--- src/rtl/hamm_pkg.sv ---
package hamm_pkg;
  localparam int DATA_W = 8;
  localparam int PAR_W  = 4;
  localparam int CW_W   = DATA_W + PAR_W;

  // 1-based codeword position of data bit k: the k-th position that is not a power of two
  function automatic int data_pos(input int k);
    int cnt;
    int res;
    cnt = 0;
    res = 0;
    for (int p = 1; p <= CW_W; p++) begin
      if ((p & (p - 1)) != 0) begin
        if (cnt == k) res = p;
        cnt++;
      end
    end
    return res;
  endfunction

  // XOR of all positions whose index has bit j set
  function automatic logic [PAR_W-1:0] cw_syndrome(input logic [CW_W-1:0] cw);
    logic [PAR_W-1:0] s;
    s = '0;
    for (int p = 1; p <= CW_W; p++) begin
      for (int j = 0; j < PAR_W; j++) begin
        if (((p >> j) & 1) == 1) s[j] = s[j] ^ cw[p-1];
      end
    end
    return s;
  endfunction
endpackage

--- src/rtl/hamm_enc.sv ---
module hamm_enc
  import hamm_pkg::*;
#(
  parameter int DW = DATA_W,
  parameter int PW = PAR_W,
  localparam int CW = DW + PW
) (
  input  logic [DW-1:0] data_i,
  output logic [CW-1:0] cw_o
);
  always_comb begin
    logic chk;
    cw_o = '0;
    for (int k = 0; k < DW; k++) begin
      cw_o[data_pos(k)-1] = data_i[k];
    end
    for (int j = 0; j < PW; j++) begin
      chk = 1'b0;
      for (int k = 0; k < DW; k++) begin
        if (((data_pos(k) >> j) & 1) == 1) chk = chk ^ data_i[k];
      end
      cw_o[(1 << j) - 1] = chk;
    end
  end
endmodule

--- src/rtl/hamm_syndrome.sv ---
module hamm_syndrome
  import hamm_pkg::*;
#(
  parameter int DW = DATA_W,
  parameter int PW = PAR_W,
  localparam int CW = DW + PW
) (
  input  logic [CW-1:0] cw_i,
  output logic [PW-1:0] syn_o
);
  // one XOR tree per check bit, built by generate
  for (genvar j = 0; j < PW; j++) begin : g_chk
    logic [CW-1:0] mask;
    always_comb begin
      mask = '0;
      for (int p = 1; p <= CW; p++) begin
        if (((p >> j) & 1) == 1) mask[p-1] = 1'b1;
      end
    end
    assign syn_o[j] = ^(cw_i & mask);
  end
endmodule

--- src/rtl/hamm_fix.sv ---
module hamm_fix
  import hamm_pkg::*;
#(
  parameter int DW = DATA_W,
  parameter int PW = PAR_W,
  localparam int CW = DW + PW
) (
  input  logic [CW-1:0] cw_i,
  input  logic [PW-1:0] syn_i,
  output logic [DW-1:0] data_o,
  output logic          corr_o,
  output logic          bad_o
);
  logic [CW-1:0] fixed;

  always_comb begin
    fixed  = cw_i;
    corr_o = 1'b0;
    bad_o  = 1'b0;
    if (syn_i != '0) begin
      if (int'(syn_i) <= CW) begin
        corr_o = 1'b1;
        fixed[int'(syn_i) - 1] = ~cw_i[int'(syn_i) - 1];
      end else begin
        bad_o = 1'b1;
      end
    end
    for (int k = 0; k < DW; k++) begin
      data_o[k] = fixed[data_pos(k)-1];
    end
  end
endmodule

--- src/rtl/hamm_dec.sv ---
module hamm_dec
  import hamm_pkg::*;
#(
  parameter int DW = DATA_W,
  parameter int PW = PAR_W,
  localparam int CW = DW + PW
) (
  input  logic          clk,
  input  logic          rst,
  input  logic          valid_i,
  input  logic [CW-1:0] cw_i,
  output logic          valid_o,
  output logic [DW-1:0] data_o,
  output logic [PW-1:0] syn_o,
  output logic          corr_o,
  output logic          bad_o
);
  logic [PW-1:0] syn_c;
  logic [DW-1:0] data_c;
  logic          corr_c;
  logic          bad_c;

  hamm_syndrome #(.DW(DW), .PW(PW)) u_syn (
    .cw_i  (cw_i),
    .syn_o (syn_c)
  );

  hamm_fix #(.DW(DW), .PW(PW)) u_fix (
    .cw_i   (cw_i),
    .syn_i  (syn_c),
    .data_o (data_c),
    .corr_o (corr_c),
    .bad_o  (bad_c)
  );

  always_ff @(posedge clk) begin
    if (rst) begin
      valid_o <= 1'b0;
      data_o  <= '0;
      syn_o   <= '0;
      corr_o  <= 1'b0;
      bad_o   <= 1'b0;
    end else begin
      valid_o <= valid_i;
      if (valid_i) begin
        data_o <= data_c;
        syn_o  <= syn_c;
        corr_o <= corr_c;
        bad_o  <= bad_c;
      end
    end
  end


  valid_lat_chk: assert property (@(posedge clk) disable iff (rst)
    valid_i |=> valid_o);

  valid_idle_chk: assert property (@(posedge clk) disable iff (rst)
    !valid_i |=> !valid_o);

  hold_chk: assert property (@(posedge clk) disable iff (rst)
    !valid_i |=> ($stable(data_o) && $stable(syn_o) && $stable(corr_o) && $stable(bad_o)));

  flag_excl_chk: assert property (@(posedge clk) disable iff (rst)
    !(corr_o && bad_o));

  clean_noflag_chk: assert property (@(posedge clk) disable iff (rst)
    (valid_o && syn_o == '0) |-> (!corr_o && !bad_o));

  bad_range_chk: assert property (@(posedge clk) disable iff (rst)
    (valid_o && bad_o) |-> (int'(syn_o) > CW));
endmodule

--- src/rtl/hamm_codec.sv ---
module hamm_codec
  import hamm_pkg::*;
#(
  parameter int DW = DATA_W,
  parameter int PW = PAR_W,
  localparam int CW = DW + PW
) (
  input  logic          clk,
  input  logic          rst,
  input  logic [DW-1:0] enc_data_i,
  output logic [CW-1:0] enc_cw_o,
  input  logic          dec_valid_i,
  input  logic [CW-1:0] dec_cw_i,
  output logic          dec_valid_o,
  output logic [DW-1:0] dec_data_o,
  output logic [PW-1:0] dec_syn_o,
  output logic          dec_corr_o,
  output logic          dec_bad_o
);
  hamm_enc #(.DW(DW), .PW(PW)) u_enc (
    .data_i (enc_data_i),
    .cw_o   (enc_cw_o)
  );

  hamm_dec #(.DW(DW), .PW(PW)) u_dec (
    .clk     (clk),
    .rst     (rst),
    .valid_i (dec_valid_i),
    .cw_i    (dec_cw_i),
    .valid_o (dec_valid_o),
    .data_o  (dec_data_o),
    .syn_o   (dec_syn_o),
    .corr_o  (dec_corr_o),
    .bad_o   (dec_bad_o)
  );


  enc_clean_chk: assert property (@(posedge clk) disable iff (rst)
    cw_syndrome(enc_cw_o) == '0);
endmodule

--- config.mk ---
export PLATFORM = sky130hd
export DESIGN_NAME = hamm_codec
export DESIGN_NICKNAME = d
export VERILOG_FILES = /design/src/rtl/hamm_pkg.sv /design/src/rtl/hamm_enc.sv /design/src/rtl/hamm_syndrome.sv /design/src/rtl/hamm_fix.sv /design/src/rtl/hamm_dec.sv /design/src/rtl/hamm_codec.sv
export SDC_FILE = /design/constraint.sdc
export NUM_CORES = 1
export LEC_CHECK = 0
export ABC_AREA = 0
export BUFFER_PORTS_ARGS = -buffer_cell sky130_fd_sc_hd__buf_2
export CAP_MARGIN = 10
export CORE_ASPECT_RATIO = 1.2
export CORE_UTILIZATION = 44
export CTS_CLUSTER_DIAMETER = 200
export DETAILED_ROUTE_END_ITERATION = 7
export GPL_ROUTABILITY_DRIVEN = 0
export PLACE_DENSITY = 0.76
export SKIP_CTS_REPAIR_TIMING = 1
export SLEW_MARGIN = 10
export SYNTH_ARGS = -nofsm -noshare
export SYNTH_HDL_FRONTEND = slang
export SYNTH_HIERARCHICAL = 1
export SYNTH_SLANG_ARGS = --single-unit
--- constraint.sdc ---
create_clock -name clk -period 2.16 [get_ports clk]
set_input_delay 0.108 -clock clk [delete_from_list [all_inputs] [get_ports clk]]
set_output_delay 0.108 -clock clk [all_outputs]
set_load 0.005 [all_outputs]
==> reports/results.tsv <==
stage	metric	value	unit
run_status	outcome	complete, no violations	
die	core_region_area	0.00279	mm^2
drt	num_vias	1069	
yosys	yosysSeqAreaShare	0.234	
finish	drive_gt1_frac	0.484	
drt	dr.max_layer_used	met4	
yosys	synth-xor-area-share	0.233	
yosys	netlist_top_cells_area	sky130_fd_sc_hd__dfxtp_1 23%, sky130_fd_sc_hd__mux2i_1 12%, sky130_fd_sc_hd__xnor3_1 11%	
power_and_ir_drop	powerDensity	731	mW/mm^2
drt	wl_met3	101	um
die	die-width	51.3	um
cts	tritoncts	built	
finish	fin_area	0.00171	mm^2
cts	htree_num_levels	1	
yosys	syn_area	0.00128	mm^2
drt	routed_wire_length_per_instance	12.6	um
critical_path	path_buf_inv	2	
timing	tightest_slew	401	ps
timing	final-max-slew-violation-count	0	
global_route	number_of_antenna_violations_at_the_first_check_in_global_routing	0	
critical_path	critical-path-max-stage-delay	500	ps
drt	ant_nets	0	
cts	cts.root.buffer_cell	sky130_fd_sc_hd__clkbuf_4	
finish	syn_to_final_growth	33.3	%
yosys	synth-compound-area-share	0.0545	
yosys	main_combinational_cell_family_by_area_after_synthesis	multiplexers	
place	post_detail_place_hpwl	2.33	mm
critical_path	path_class	in -> reg	
cts	cts-buffers-inserted	3	
timing	finalCriticalPeriod	2070	ps
timing	tns	0	ps
yosys	synth_top_area_cell	sky130_fd_sc_hd__dfxtp_1	
drt	routed_via_density	4.82	
yosys	postSynthNetCount	150	
critical_path	critical_path.slowest_cell	sky130_fd_sc_hd__xnor3_2	
critical_path	timing.critical_path.required	2330	ps
critical_path	crit_path_end_kind	flop	
yosys	synth_seq_cells	15	
yosys	synth.mux.area_fraction	0.241	
finish	most_common_library_cell_in_the_layout_ignoring_fill_and_taps	sky130_fd_sc_hd__buf_2	
critical_path	rrSetupSlack	1540	ps
timing	fmaxAchievable	483	MHz
global_route	overall_global_routing_resource_usage	0.182	
global_route	grt_pass1_vias	1006	
global_route	globalRouteOverflowTotal	0	
timing	min_period_over_period	0.959	
timing	final_setup_fails	0	
place	place.port_buffers	49	
die	initial_utilization	0.461	
critical_path	critPathArrivalTime	2240	ps
die	rows	21	
critical_path	critPathMaxFanout	4	
timing	report.final.hold_viol_count	0	
timing	slew_headroom	0.733	
finish	antenna_cells	0	
finish	final_util	0.615	
drt	detailroute.wirelength.met2	1.54	mm
finish	layout_common_cells	49 x sky130_fd_sc_hd__buf_2, 23 x sky130_fd_sc_hd__buf_4, 17 x sky130_fd_sc_hd__nor2_1	
timing	fin_worst_skew	0	ps
drt	drc	0	
power_and_ir_drop	vdd_drop_max	0.476	mV
critical_path	startpoint_type	primary input	
job	cap_viol_max_count	0	
min_path	hold_path_class	in -> reg	
yosys	syn-instance-count	122	
cts	numClockSinks	15	
global_route	grt_start_max_net_pins	16	
power_and_ir_drop	cellLeakagePower	0.882	nW
cts	cts-root-to-sink-buffers	2	
cts	clk_latency	280	ps
die	die_height	61.2	um
timing	setup_slack	88.9	ps
finish	nNetsFinal	217	
global_route	first_pass_grt_wire_length	4.22	mm
die	floorplan.io_pins	50	
timing	unrepaired_setup_endpoints_after_global_routing	false	
cts	path_clk_slew	80	ps
drt	drt-initial-drc-count	21	
critical_path	crit_family	XOR/XNOR gates	
yosys	synth-simple-area-share	0.105	
yosys	yosysUniqueCellTypes	31	
place	placed_area	0.00165	mm^2
die	dieArea	0.00314	mm^2
yosys	ys.warnings.count	6	
yosys	yosys.area.top_type_share	0.234	
drt	drt_first_pass_iters	4	
yosys	synth_adder_area_share	0.0487	
drt	detail_route.wirelength	2.79	mm
drt	detail_route.wirelength.met1	1.13	mm
finish	layout.filler_cells	249	
place	pre_cts_ws	-208	ps
yosys	syn_area_per_cell	10.5	um^2
critical_path	crit_path_cell_trace	buf_2, xnor2_2, xnor3_2, buf_6, or3_4, a21boi_4, o21ai_1, mux2_1, mux2i_1, nor2_1	
## area by class of cell
type	instances	area, um^2	area share
timing repair buffer	73	429	0.251
clock buffer	4	26.3	0.0153
inverter	3	11.3	0.00657
multi-input combinational	93	903	0.527
sequential	15	300	0.175
tap	34	42.5	0.0248
## final timing paths
path                                       from              end  depth (start not counted)
worst min-delay path                        rst     u_dec/corr_o                          2
worst max register to register  u_dec/data_o[0]  u_dec/data_o[0]                          2
worst max-delay path                dec_cw_i[6]  u_dec/data_o[6]                         10
worst min register to register   u_dec/syn_o[1]   u_dec/syn_o[1]                          2
## kinds of logic after synthesis
kind of cell	count (synthesis)
AO/OA/AOI/OAI	10
XOR/XNOR	23
adder cells (fa/ha/maj)	5
buffers and inverters	14
flip-flops	15
multiplexers	27
AND/OR/NAND/NOR	28
## metal layers
layer,GRT usage,vias up
li1,-,544
met4,0.0927,0
met3,0.00988,4
met2,0.359,26
met1,0.198,495
met5,0,-
## Yosys cell counts (all sizes together)
cell     number
nor2         17
mux2i        16
dfxtp        15
xnor2        12
buf          11
mux2          9
o21ai         6
xnor3         6
ha            5
xor2          5
nand2         4
inv           3
a21boi        2
mux4          2
nand3         2
a21oi         1
and3          1
nand2b        1
nor2b         1
nor4b         1
o2bb2ai       1
or3           1
## per-stage QoR
stage | power [mW] | hold slack, ps | instances
2_1_floorplan | 0.771 | 180 | 122
3_3_place_gp | 1.02 | 408 | 217
3_5_place_dp | 1.05 | 414 | 217
4_1_cts | 1.21 | 145 | 221
5_1_grt | 1.35 | 158 | 222
6_report | 1.25 | 157 | 222
## state kept, by name (all words and copies together) (netlist names)
signal         flops
u_dec/data_o       8
u_dec/bad_o        1
u_dec/syn_o        4
u_dec/corr_o       1
u_dec/valid_o      1
## worst register-to-register path: stages, from the launching register on
cell	delay, ps
sky130_fd_sc_hd__dfxtp_1	320
sky130_fd_sc_hd__mux2i_1	140
sky130_fd_sc_hd__nor2_1	50
## power breakdown
part	switching (mW)	internal [mW]
sequential	0.0141	0.308
combinational	0.350	0.427
clock	0.0813	0.0717
total	0.446	0.807
Note: power is estimated with default switching activity, not from simulation.
